--- config.mk ---
export PLATFORM = sky130hd
export DESIGN_NAME = mtest_engine
export DESIGN_NICKNAME = d
export VERILOG_FILES = /design/src/rtl/mtest_pkg.sv /design/src/rtl/mtest_seq.sv /design/src/rtl/mtest_cmp.sv /design/src/rtl/mtest_engine.sv
export SDC_FILE = /design/constraint.sdc
export NUM_CORES = 1
export LEC_CHECK = 0
export ABC_CLOCK_PERIOD_IN_PS = 4600
export BUFFER_PORTS_ARGS = -buffer_cell sky130_fd_sc_hd__buf_2
export CORE_UTILIZATION = 50
export CTS_BUF_LIST = sky130_fd_sc_hd__clkbuf_8
export CTS_CLUSTER_DIAMETER = 40
export DETAILED_ROUTE_END_ITERATION = 6
export PLACE_DENSITY = 0.9
export SETUP_SLACK_MARGIN = 0.2
export SLEW_MARGIN = 20
export SYNTH_ARGS = -nofsm -noshare
export SYNTH_HDL_FRONTEND = slang
export SYNTH_SLANG_ARGS = --single-unit
export TNS_END_PERCENT = 1
--- constraint.sdc ---
create_clock -name clk -period 4.6 [get_ports clk]
set_input_delay 0.92 -clock clk [delete_from_list [all_inputs] [get_ports clk]]
set_output_delay 0.92 -clock clk [all_outputs]
set_load 0.05 [all_outputs]
--- src/rtl/mtest_pkg.sv ---
package mtest_pkg;

  typedef enum logic [1:0] {
    ST_IDLE  = 2'd0,
    ST_RUN   = 2'd1,
    ST_FLUSH = 2'd2,
    ST_DONE  = 2'd3
  } mt_state_e;

  localparam logic [2:0] ELEM_FIRST = 3'd0;
  localparam logic [2:0] ELEM_LAST  = 3'd5;

  // elements 3..5 walk the window downward
  function automatic logic elem_down(input logic [2:0] e);
    return (e >= 3'd3);
  endfunction

  // every element except the first starts each word with a read
  function automatic logic elem_has_rd(input logic [2:0] e);
    return (e != 3'd0);
  endfunction

  // every element except the last ends each word with a write
  function automatic logic elem_has_wr(input logic [2:0] e);
    return (e != 3'd5);
  endfunction

  // background expected by the read of an element
  function automatic logic elem_rd_ones(input logic [2:0] e);
    return (e == 3'd2) || (e == 3'd4);
  endfunction

  // background laid down by the write of an element
  function automatic logic elem_wr_ones(input logic [2:0] e);
    return (e == 3'd1) || (e == 3'd3);
  endfunction

endpackage

--- src/rtl/mtest_seq.sv ---
module mtest_seq
  import mtest_pkg::*;
#(
  parameter int AW  = 12,
  parameter int RSV = 32
) (
  input  logic          clk,
  input  logic          rst_n,
  input  logic          start,
  output logic          op_valid,
  output logic          op_we,
  output logic          op_ones,
  output logic [AW-1:0] op_addr,
  output logic          busy,
  output logic          done,
  output logic          go
);

  localparam int WORDS = (1 << AW) - RSV;
  localparam logic [AW-1:0] TOP = AW'(WORDS - 1);

  mt_state_e     st_q;
  logic [2:0]    elem_q;
  logic [AW-1:0] addr_q;
  logic          wr_q;

  logic          word_end;
  logic          elem_end;
  logic          run_end;
  logic [2:0]    elem_nx;

  always_comb begin
    word_end = wr_q || !elem_has_wr(elem_q);
    elem_end = word_end && (elem_down(elem_q) ? (addr_q == '0) : (addr_q == TOP));
    run_end  = elem_end && (elem_q == ELEM_LAST);
    elem_nx  = elem_q + 3'd1;
  end

  assign busy     = (st_q == ST_RUN) || (st_q == ST_FLUSH);
  assign done     = (st_q == ST_DONE);
  assign go       = start && !busy;
  assign op_valid = (st_q == ST_RUN);
  assign op_we    = wr_q;
  assign op_addr  = addr_q;
  assign op_ones  = wr_q ? elem_wr_ones(elem_q) : elem_rd_ones(elem_q);

  always_ff @(posedge clk or negedge rst_n) begin
    if (!rst_n) begin
      st_q   <= ST_IDLE;
      elem_q <= ELEM_FIRST;
      addr_q <= '0;
      wr_q   <= 1'b0;
    end else begin
      case (st_q)
        ST_IDLE, ST_DONE: begin
          if (start) begin
            st_q   <= ST_RUN;
            elem_q <= ELEM_FIRST;
            addr_q <= '0;
            wr_q   <= !elem_has_rd(ELEM_FIRST);
          end
        end
        ST_RUN: begin
          if (!word_end) begin
            wr_q <= 1'b1;
          end else if (run_end) begin
            st_q <= ST_FLUSH;
            wr_q <= 1'b0;
          end else if (elem_end) begin
            elem_q <= elem_nx;
            addr_q <= elem_down(elem_nx) ? TOP : '0;
            wr_q   <= !elem_has_rd(elem_nx);
          end else begin
            addr_q <= elem_down(elem_q) ? (addr_q - AW'(1)) : (addr_q + AW'(1));
            wr_q   <= !elem_has_rd(elem_q);
          end
        end
        default: st_q <= ST_DONE;
      endcase
    end
  end

  AST_ADDR_WINDOW: assert property (@(posedge clk) disable iff (!rst_n)
    op_valid |-> (op_addr <= TOP));

  AST_UNIT_STEP: assert property (@(posedge clk) disable iff (!rst_n)
    (op_valid && $past(op_valid) && $past(word_end) && !$past(elem_end))
      |-> ((op_addr == $past(op_addr) + AW'(1)) || (op_addr == $past(op_addr) - AW'(1))));

  AST_NO_RESTART: assert property (@(posedge clk) disable iff (!rst_n)
    (busy && start) |=> (busy || done));

endmodule

--- src/rtl/mtest_cmp.sv ---
module mtest_cmp #(
  parameter int AW = 12,
  parameter int DW = 32
) (
  input  logic          clk,
  input  logic          rst_n,
  input  logic          clear,
  input  logic          rd_issue,
  input  logic [AW-1:0] rd_addr,
  input  logic          rd_ones,
  input  logic [DW-1:0] rdata,
  output logic          err,
  output logic [AW-1:0] err_addr,
  output logic          fail
);

  logic          rv_q;
  logic          ones_q;
  logic [AW-1:0] addr_q;
  logic          fail_q;
  logic [DW-1:0] expect_w;

  assign expect_w = {DW{ones_q}};
  assign err      = rv_q && (rdata != expect_w);
  assign err_addr = addr_q;
  assign fail     = fail_q;

  always_ff @(posedge clk or negedge rst_n) begin
    if (!rst_n) begin
      rv_q   <= 1'b0;
      ones_q <= 1'b0;
      addr_q <= '0;
      fail_q <= 1'b0;
    end else begin
      rv_q <= rd_issue;
      if (rd_issue) begin
        ones_q <= rd_ones;
        addr_q <= rd_addr;
      end
      if (clear)    fail_q <= 1'b0;
      else if (err) fail_q <= 1'b1;
    end
  end

  AST_ERR_AFTER_READ: assert property (@(posedge clk) disable iff (!rst_n)
    err |-> $past(rd_issue));

  AST_ERR_ADDR: assert property (@(posedge clk) disable iff (!rst_n)
    err |-> (err_addr == $past(rd_addr)));

  AST_FAIL_HOLD: assert property (@(posedge clk) disable iff (!rst_n)
    (fail && !clear) |=> fail);

  AST_ERR_SETS_FAIL: assert property (@(posedge clk) disable iff (!rst_n)
    (err && !clear) |=> fail);

endmodule

--- src/rtl/mtest_engine.sv ---
module mtest_engine #(
  parameter int AW  = 12,
  parameter int DW  = 32,
  parameter int RSV = 32
) (
  input  logic          clk,
  input  logic          rst_n,
  input  logic          start,
  input  logic [DW-1:0] mem_rdata,
  output logic          mem_ce,
  output logic          mem_we,
  output logic [AW-1:0] mem_addr,
  output logic [DW-1:0] mem_wdata,
  output logic          cmp_err,
  output logic [AW-1:0] err_addr,
  output logic          busy,
  output logic          done,
  output logic          fail
);

  logic          op_valid;
  logic          op_we;
  logic          op_ones;
  logic [AW-1:0] op_addr;
  logic          go;
  logic          rd_issue;

  mtest_seq #(.AW(AW), .RSV(RSV)) u_seq (
    .clk      (clk),
    .rst_n    (rst_n),
    .start    (start),
    .op_valid (op_valid),
    .op_we    (op_we),
    .op_ones  (op_ones),
    .op_addr  (op_addr),
    .busy     (busy),
    .done     (done),
    .go       (go)
  );

  assign rd_issue  = op_valid && !op_we;
  assign mem_ce    = op_valid;
  assign mem_we    = op_valid && op_we;
  assign mem_addr  = op_addr;
  assign mem_wdata = {DW{op_valid && op_we && op_ones}};

  mtest_cmp #(.AW(AW), .DW(DW)) u_cmp (
    .clk      (clk),
    .rst_n    (rst_n),
    .clear    (go),
    .rd_issue (rd_issue),
    .rd_addr  (op_addr),
    .rd_ones  (op_ones),
    .rdata    (mem_rdata),
    .err      (cmp_err),
    .err_addr (err_addr),
    .fail     (fail)
  );

  AST_CE_IN_RUN: assert property (@(posedge clk) disable iff (!rst_n)
    mem_ce |-> busy);

  AST_DONE_QUIET: assert property (@(posedge clk) disable iff (!rst_n)
    done |-> (!busy && !mem_ce));

  AST_START_STEP: assert property (@(posedge clk) disable iff (!rst_n)
    go |=> mem_ce);

endmodule

== After elaboration in Yosys (flattened, before gate mapping) ==
Cells that the tools add are included.
Widths: inputs -> output; s select.

* Add/subtract/negate cells: 3
* Order comparisons: 2
* Eq/ne operators: 16
* Mux-type cells: 25
* Reduce and logical (&&, ||, !) cells: 27

{| class="wikitable"
|+ Operators by type and width
! cell !! count
|-
| $mux 12 || 6
|-
| $ne 32x32->1 || 1
|-
| $pmux 12 s2 || 1
|-
| $add 12x1->12 const B || 1
|-
| $eq 12x12->1 const B || 1
|-
| $logic_not 12->1 || 1
|-
| $mux 3 || 4
|-
| $sub 12x1->12 const B || 1
|-
| $mux 1 || 8
|-
| $logic_and 1x1->1 || 7
|-
| $eq 3x2->1 const B || 2
|-
| $eq 3x3->1 const B || 2
|-
| $ge 3x2->1 const B || 2
|-
| $mux 2 || 3
|-
| $ne 2x1->1 const B || 3
|-
| $pmux 3 s2 || 1
|-
| $reduce_bool 3->1 || 2
|-
| $logic_not 1->1 || 5
|-
| $reduce_and 5->1 || 1
|-
| $eq 2x2->1 const B || 2
|-
| $logic_or 1x1->1 || 4
|-
| $ne 2x2->1 const B || 2
|-
| $pmux 2 s2 || 1
|-
| $reduce_and 4->1 || 1
|-
| other kinds (10) || 11
|}

* Flip-flop bits (word level): 33
* Input port bits: 35

== Longest topological paths before layout ==
Gate-level depths: netlist (run 1).

* Depth in word-level cells: 8
* Gate-level depth with buffers: 12
* Mapped depth without buffers: 11

== Cells and area by module ==
From an unflattened synthesis (run 1), not the netlist that was laid out.

* Cells, all modules: 297
* Area total of the unflattened synthesis: 2786.4 µm²

{| class="wikitable"
|+ Modules (own cells, without submodules)
! module !! times used !! cells an instance !! area each (µm²) !! seq. area each (µm²)
|-
| mtest_seq || 1 || 199 || 1795.5 || 450.4
|-
| mtest_cmp || 1 || 64 || 734.5 || 375.4
|-
| mtest_engine || 1 || 34 || 256.5 || 0.0
|}

== Worst setup path before layout (run 1) ==
Ideal clock, no wire load.

* Kind: register to output
* From: register u_seq.st_q[1]
* To: output port mem_wdata[10]
* Arrival: 3468 ps
* Path slack: 212 ps
* Stages on the path, launching flop included: 7
* Path through: dfrtp_1 inv_1 ha_1 clkbuf_1 nand2_1 nor2_1 buf_4

* Longest elaborated chain between the ends: 3

{| class="wikitable"
|+ Ends and longest elaborated chain
! what !! line !! source
|-
| start: declaration || mtest_seq.sv:22 || <nowiki>mt_state_e st_q;</nowiki>
|-
| start signal: assignment || mtest_seq.sv:49 || <nowiki>st_q <= ST_IDLE;</nowiki>
|-
| start signal: assignment || mtest_seq.sv:57 || <nowiki>st_q <= ST_RUN;</nowiki>
|-
| start signal: assignment || mtest_seq.sv:67 || <nowiki>st_q <= ST_FLUSH;</nowiki>
|-
| $eq 2x1->1 || mtest_seq.sv:42 || <nowiki>assign op_valid = (st_q == ST_RUN);</nowiki>
|-
| net mem_ce || mtest_engine.sv:10 || <nowiki>output logic mem_ce,</nowiki>
|-
| $logic_and 1x1->1 (2 in series) || mtest_engine.sv:45 || <nowiki>assign mem_wdata = {DW{op_valid && op_we && op_ones}};</nowiki>
|-
| end: declaration || mtest_engine.sv:13 || <nowiki>output logic [DW-1:0] mem_wdata,</nowiki>
|}

The timed path passes the listed nets, and every way through them passes these cells.

== Worst setup path after layout (run 1) ==
* From: register u_seq.elem_q[0]
* To: register u_seq.addr_q[10] (netlist: u_seq.op_addr[10])

* Longest elaborated chain between the ends: 8

{| class="wikitable"
|+ Ends and longest elaborated chain
! what !! line !! source
|-
| start: declaration || mtest_seq.sv:23 || <nowiki>logic [2:0] elem_q;</nowiki>
|-
| start signal: assignment || mtest_seq.sv:70 || <nowiki>elem_q <= elem_nx;</nowiki>
|-
| parallel branches: the longest is 8 deep, another holds $add 3x1->3 || - ||
|-
| end signal: assignment || mtest_seq.sv:71 || <nowiki>addr_q <= elem_down(elem_nx) ? TOP : '0;</nowiki>
|-
| end signal: assignment || mtest_seq.sv:74 || <nowiki>addr_q <= elem_down(elem_q) ? (addr_q - AW'(1)) : (addr_q + AW'(1));</nowiki>
|-
| end: declaration || mtest_seq.sv:24 || <nowiki>logic [AW-1:0] addr_q;</nowiki>
|}

Parallel ways; which one is timed is not known. The select of a mux whose other input is x is not followed.
A chain may end at the register's enable or synchronous reset.

==> results of run 1 <==
synth_stat cells, types with 6 or more instances:
master and number:
nor2_1 23, a211oi_1 6, dfrtp_1 33, nor3_1 9
or4_1 6, a21oi_1 14, o31ai_1 7, ha_1 20
nand3_1 6, o21ai_0 20, buf_4 31, nand4_1 10
mux2_2 9, inv_1 19, nand2_1 32, nor4_1 6
registers in the layout (all words and copies together) (netlist names):
signal and cells:
u_cmp.err_addr 12, u_cmp.fail 1, u_cmp.ones_q 1, u_cmp.rv_q 1, u_seq.elem_q 3, u_seq.op_addr 12, u_seq.op_we 1, u_seq.st_q 2
placed cells by master (no fill, tap or decap), types with 10 or more instances in the layout:
cell | netlist | layout
a21oi_1 | 14 | 14
nand2_1 | 32 | 32
ha_1 | 20 | 20
nor2_1 | 23 | 23
nand4_1 | 10 | 10
buf_2 | 3 | 96
o21ai_0 | 20 | 20
inv_1 | 19 | 20
dfrtp_1 | 33 | 33
stage by stage:
step / area, um^2 / worst slack, ns / total power (uW) / util [%] / std cells
2_1_floorplan: 2650 / 0.212 / 817 / - / 310
3_3_place_gp: 2970 / 1.39 / 936 / 58.1 / 439
3_5_place_dp: 2970 / 1.30 / 953 / 58.1 / 439
4_1_cts: 3050 / 1.27 / 1160 / 59.7 / 447
5_1_grt: 3050 / 0.968 / 1230 / 59.7 / 447
6_report: 3050 / 1.23 / 1160 / 59.7 / 447
critical path, delay by kind of cell, from the launching register on:
family	cells	cell delay, ns
AO/OA/AOI/OAI	5	1.16
adder cells (fa/ha/maj)	3	0.78
buffers and inverters	1	0.21
flip-flops	1	0.47
AND/OR/NAND/NOR	2	0.69
power breakdown:
| group | total [uW] | switching (uW) | internal, uW | leakage, uW |
|---|---|---|---|---|
| registers | 382 | 44.4 | 338 | 0.000446 |
| clock network | 213 | 110 | 103 | 0.0000491 |
| logic | 564 | 422 | 142 | 0.00110 |
cell type report:
type	instances	area, um^2
clock buffers	5	68.8
clock inverters	3	13.8
fillers	456	2060
inverters	19	71.3
multi-input cells	220	1490
flip-flops and latches	33	826
well taps	70	87.6
repair buffers	97	488
how the worst min path moves through the flow:
| stage | cells after the start | end |
|---|---|---|
| 2_1_floorplan | 2 | u_seq.st_q[1] |
| 3_3_place_gp | 2 | u_cmp.err_addr[0] |
| 3_5_place_dp | 2 | u_cmp.err_addr[11] |
| 4_1_cts | 2 | u_cmp.err_addr[11] |
| 5_1_grt | 1 | u_cmp.err_addr[7] |
| 6_report | 2 | u_cmp.err_addr[11] |
cell families after synthesis:
kind of cell	count (synthesis)	share of synthesized area, %
AO/OA/AOI/OAI	80	20.7
flip-flops	33	31.1
XOR/XNOR	4	1.32
buffers and inverters	57	12.6
adder cells (fa/ha/maj)	21	10.2
multiplexers	11	4.58
AND/OR/NAND/NOR	104	19.5
routing by layer:
layer	track usage, %	up-vias	part of all wire, %
li1	-	1231	-
met1	26.6	1182	42
met2	42.0	125	49
met3	4.15	15	7.0
met4	9.85	0	2.0
met5	0	-	0
==> impl_results.md, run 1 <==
* TritonCTS buffer count at 5
* Mean Syn Cell Area at 8.56 um^2
* Post-layout nets at around 430
* Endpoints failing hold at 0
* CTS tree: yes
* Cell chain of the critical path: ha_1, ha_1, a211o_1, inv_1, fa_1, nand2b_1, a21oi_1, o31ai_1, or4_1, a31o_2, o21ai_2
* Root Driver: clkbuf_8
* 1st-iter DRT viols at around 140
* Post-CTS Resized at 0
* N_diodes at 0
* Min Clock Period, post-route at between 3 and 4 ns
* Critical Path AT at around 3.6 ns
* Initial core utilization at roughly half
* Critical Path Slowest Stage Cell: or4_1
* Global route overflow at 0
* Worst-Margin Slew at 0.754 ns
* Clk_skew at slightly above 0.005 ns
* Reg2reg setup slack at approximately 1.2 ns
* Critical Path Most Common Cell: ha_1
* IO Port Bufs at 96
* Synthesized cell area at between 2000 and 3000 um^2
* Area Overhead vs Synth at 14.9%
* Top_reg_cell synth: dfrtp_1
* Max Cap Viol at 0
* EDFF count, synth at 0
* Die H at between 70 and 80 um
* Maximum net fanout on the critical path at 16
* Core area at approximately 5000 um^2
* Worst Setup Path Type: flip-flop to flip-flop
* Dpl hpwl at about 4800 um
* Setup bufs post-CTS at 0
* Synth top area cells: dfrtp_1 (31%), ha_1 (9.4%), buf_4 (8.8%)
* Tot GR Track Use at 23.1%
* Worst setup SP type: flip-flop
* Initial antenna violation count at 0
* End point of the critical path: u_seq.op_addr[10]
* Sink Count at 33
* Min Hold Slack at ~0.49 ns
* Post-route clock period utilization at about three quarters
* Mapped Cells at 310
* Peak Freq at 297 MHz
* First-pass GRT wire length at between 9000 and 10000 um
* Final Wtd Congestion at 0.954
* Routed len/inst at 14.1 um
* Critical path's largest stage delay at between 0.4 and 0.5 ns
* Max Buffers Root-to-Sink at 2
* Reg2reg path depth at 11
* Endpoint class of the critical path: flip-flop
* Post-synth top area share at a little under a third
* Initial DRT Pass Iterations at 5
* Share of layout cells above drive strength 1 at 33.2%
* Cts hold-fix bufs at 0
* Antenna-violating nets left at 0
* Die area at 5600 um^2
* Largest net degree at the start of global routing at 34
* Leak at about 0.0016 uW
* Syn. warnings at 0
* Pins Over Slew Limit at 0
* Worst R2R Start: u_seq.elem_q[0]
* Status: finished clean
* CP startpoint: u_seq.elem_q[0]
* Hold path start: u_cmp.err_addr[11]
* Die width at ~75 um
* Row count at 26
* Final setup fails at 0
* Worst path required time at between 4 and 5 ns
* Net Count, Synth at between 300 and 400
* Synthesized flop and latch total at 33
* Worst IR drop on VDD at between 200 and 250 uV
* Via density at 5.71
* Max-slew headroom at between 40 and 50%
* RSZ-0062 raised after global routing: false
* # H-tree levels at 2
* Sequential-to-total area share from yosys stat at 31.1%
* Setup TNS at 0 ns
* Synth cell types at between 40 and 50
* Clock-pin slew on the worst setup and hold paths at 0.07 ns
* Synth async-reset ratio at 100%
* Vias at between 2000 and 3000
* Hold Path Class: flip-flop to flip-flop
* Vias in the first global route at 2237
* Worst r2r dst: u_seq.op_addr[10]
* Final routed DRC violation total at 0
* Area leader, netlist: dfrtp_1
* Pwr dens at approximately 380 nW/um^2
* IO Pins at between 90 and 100
* Clk Latency, worst-skew pair at 0.29 ns
* Routed WL at 6300 um
Note: power is estimated with default switching activity, not from simulation.
==> inputs of run 2 (changes only) <==
ABC_AREA = 1   (was unset)
ABC_CLOCK_PERIOD_IN_PS = 2850   (was 4600)
CORE_UTILIZATION = 48   (was 50)
PLACE_DENSITY = 0.88   (was 0.9)
clock period = 2.85 ns   (was 4.6 ns; I/O delays follow)
==> impl_results.md, run 2 <==
* Status: finished clean (unchanged)
* Min Clock Period, post-route at 2.50 ns (was 3.37 ns)
* Pins Over Slew Limit at 0 (unchanged)
* TritonCTS buffer count at 5 (unchanged)
* Die area at 6420 um^2 (was 5600 um^2)
* Routed len/inst at 12.4 um (was 14.1 um)
* Reg area at 826 um^2 (unchanged)
* 1st-iter DRT viols at 156 (was 137)
* Core area at 5920 um^2 (was 5110 um^2)
* Synthesized flop and latch total at 33 (unchanged)
* Area occupied by multi-input gates at 1670 um^2 (was 1490 um^2)
* Share of layout cells above drive strength 1 at 27.8% (was 33.2%)
* EDFF count, synth at 0 (unchanged)
* M3 GR Usage at 3.86% (was 4.15%)
* Vias at 2883 (was 2553)
* P_int at 1700 uW (was 582 uW)
* Max Cap Viol at 0 (unchanged)
* Logic pwr share at 66.7% (was 48.6%)
* Vias in the first global route at 2505 (was 2237)
* Largest net degree at the start of global routing at 34 (unchanged)
* Area leader, netlist: dfrtp_1 (unchanged)
* Post-synth top area share at 28.2% (was 31.1%)
* Clk pwr share at 12.4% (was 18.4%)
* Area Overhead vs Synth at 15.4% (was 14.9%)
* Tot Pwr at 4260 uW (was 1160 uW)
* Mapped Cells at 424 (was 310)
* Peak Freq at 400 MHz (was 297 MHz)
* Grt peak-use layer: met2 (unchanged)
* Row count at 28 (was 26)
* Seq pwr share at 20.9% (was 33.0%)
* Fillers at 556 (was 456)
* Met2 global-route usage at 37.9% (was 42.0%)
* Final Wtd Congestion at 0.891 (was 0.954)
* Clock-pin slew on the worst setup and hold paths at 0.08 ns (was 0.07 ns)
* Cts hold-fix bufs at 0 (unchanged)
* Root Driver: clkbuf_8 (unchanged)
* Mean Syn Cell Area at 6.91 um^2 (was 8.56 um^2)
* # H-tree levels at 2 (unchanged)
* Synth cell types at 31 (was 49)
* Synthesized cell area at 2930 um^2 (was 2650 um^2)
* Post-synth top cells: nand2_1 (147), nor2_1 (42), inv_1 (41) (was dfrtp_1 (33), nand2_1 (32), buf_4 (31))
* Maximum net fanout on the critical path at 13 (was 16)
* Endpoints failing hold at 0 (unchanged)
* Dpl hpwl at 5430 um (was 4760 um)
* Hold Path Class: input pin to asynchronous set/reset pin (was flip-flop to flip-flop)
* IO Port Bufs at 96 (unchanged)
* Sink Count at 33 (unchanged)
* Die width at 80.1 um (was 74.8 um)
* Max Buffers Root-to-Sink at 2 (unchanged)
* Synth async-reset ratio at 100% (unchanged)
* Routed WL at 7010 um (was 6300 um)
* Sequential-to-total area share from yosys stat at 28.2% (was 31.1%)
* Setup bufs post-CTS at 0 (unchanged)
* Initial core utilization at 49.5% (was 51.9%)
* Worst-Margin Slew at 0.742 ns (was 0.754 ns)
* Fin worst setup slack at 0.352 ns (was 1.23 ns)
* Min Hold Slack at 0.330 ns (was 0.487 ns)
* Setup TNS at 0 ns (unchanged)
* Count leader, synth: nand2_1 (was dfrtp_1)
* Net Count, Synth at 480 (was 366)
* Worst path required time at 3.03 ns (was 4.82 ns)
* Final routed DRC violation total at 0 (unchanged)
* Post-CTS Resized at 0 (unchanged)
* Pwr dens at 1260 nW/um^2 (was 380 nW/um^2)
* RSZ-0062 raised after global routing: true (was false)
* Critical Path AT at 2.68 ns (was 3.59 ns)
* Clk Latency, worst-skew pair at 0.29 ns (about the same)
* Switching Share at 60.0% (was 49.8%)
* First-pass GRT wire length at 10800 um (was 9800 um)
* Post-route clock period utilization at 87.6% (was 73.3%)
* Worst setup SP type: flip-flop (unchanged)
* Leak at 0.00207 uW (was 0.00159 uW)
* Fin util at 57.1% (was 59.7%)
* Highest-count cells in the layout ignoring fill and taps: nand2_1 (147), buf_2 (96), inv_1 (41), nor2_1 (41), dfrtp_1 (33) (was buf_2 (96), dfrtp_1 (33), nand2_1 (32))
* Die H at 80.1 um (was 74.8 um)
* Antenna-violating nets left at 0 (unchanged)
* Max-slew headroom at 50.5% (was 49.8%)
* Final setup fails at 0 (unchanged)
* Worst Setup Path Type: flip-flop to flip-flop (unchanged)
* Clk_skew at 0.0116 ns (was 0.00515 ns)
* IO Pins at 97 (unchanged)
* N_diodes at 0 (unchanged)
* Syn. warnings at 0 (unchanged)
* Endpoint class of the critical path: flip-flop (unchanged)
* Post-layout nets at 547 (was 432)
* Synth top area cells: dfrtp_1 (28%), nand2_1 (19%), buf_4 (8.7%) (was dfrtp_1 (31%), ha_1 (9.4%), buf_4 (8.8%))
* Tot GR Track Use at 21.8% (was 23.1%)
* Commonest non-fill, non-tap cell in the layout: nand2_1 (was buf_2)
* Psw at 2550 uW (was 577 uW)
* Pre-CTS worst setup slack at 0.382 ns (was 1.30 ns)
* Initial DRT Pass Iterations at 4 (was 5)
* Top_reg_cell synth: dfrtp_1 (unchanged)
* Met1 usage at 25.4% (was 26.6%)
* Worst IR drop on VDD at 997 uV (was 248 uV)
* Global route overflow at 0 (unchanged)
* CTS tree: yes (unchanged)
* Via density at 5.08 (was 5.71)
* Initial antenna violation count at 0 (unchanged)
[run 2: critical path, stage by stage (launching register included)]
cell and delay [ns]:
dfrtp_1 0.45, ha_1 0.23, ha_1 0.22, nor2_4 0.13, nand2_4 0.13, ha_1 0.35, or2_2 0.31, nand3_1 0.09
nand2_1 0.08, nand2_1 0.09, nand2_1 0.05, nand2_1 0.05, nand3_1 0.07, nand3_2 0.08, nand2_1 0.05
[run 2: cell type report]
cell class,count,area share (%)
sequential,33,24.4
timing repair buffer,97,14.4
inverter,44,4.89
multi-input combinational,310,49.5
clock buffer,5,2.04
clock inverter,3,1.92
tap,75,2.78
[run 2: cell families (layout without fill, tap and decap cells)]
kind of cell	Yosys count	after routing	share of synthesized area, %
simple gates	258	259	40.5
buf+inv	82	149	15.8
flops	33	33	28.2
compound gates	24	24	4.53
fa+ha+maj	21	21	9.22
xor+xnor	6	6	1.79
[run 2: worst paths after layout]
kind / startpoint / endpoint / slack [ns] / cells past startpoint
max: u_seq.elem_q[0] / u_seq.op_addr[10] / 0.35 / 14
min: rst_n / u_seq.op_addr[7] / 0.33 / 1
max reg2reg: u_seq.elem_q[0] / u_seq.op_addr[10] / 0.35 / 14
min reg2reg: u_cmp.err_addr[5] / u_cmp.err_addr[5] / 0.47 / 2
max in group asynchronous: rst_n / u_seq.st_q[0] / 2.03 / 1
min in group clk: u_cmp.err_addr[5] / u_cmp.err_addr[5] / 0.47 / 2
[run 2: power by group through the flow]
stage	sequential [uW]	combinational [uW]	clock (uW)
floorplan	1330	1970	0
global placement	877	2750	0
detailed placement	892	2800	0
CTS	884	2810	534
global route	915	3080	555
finish	890	2840	529
[run 2: metrics by stage]
step	instance area (um^2)	cells
3_3_place_gp	3220	558
3_5_place_dp	3220	558
4_1_cts	3360	566
5_1_grt	3380	567
6_report	3380	567
2_1_floorplan	2940	424
[run 2: layer usage]
metal	vias up	routed length (um)
li1	1450	-
met1	1288	3020
met2	122	3290
met3	23	436
met4	0	262
met5	-	0
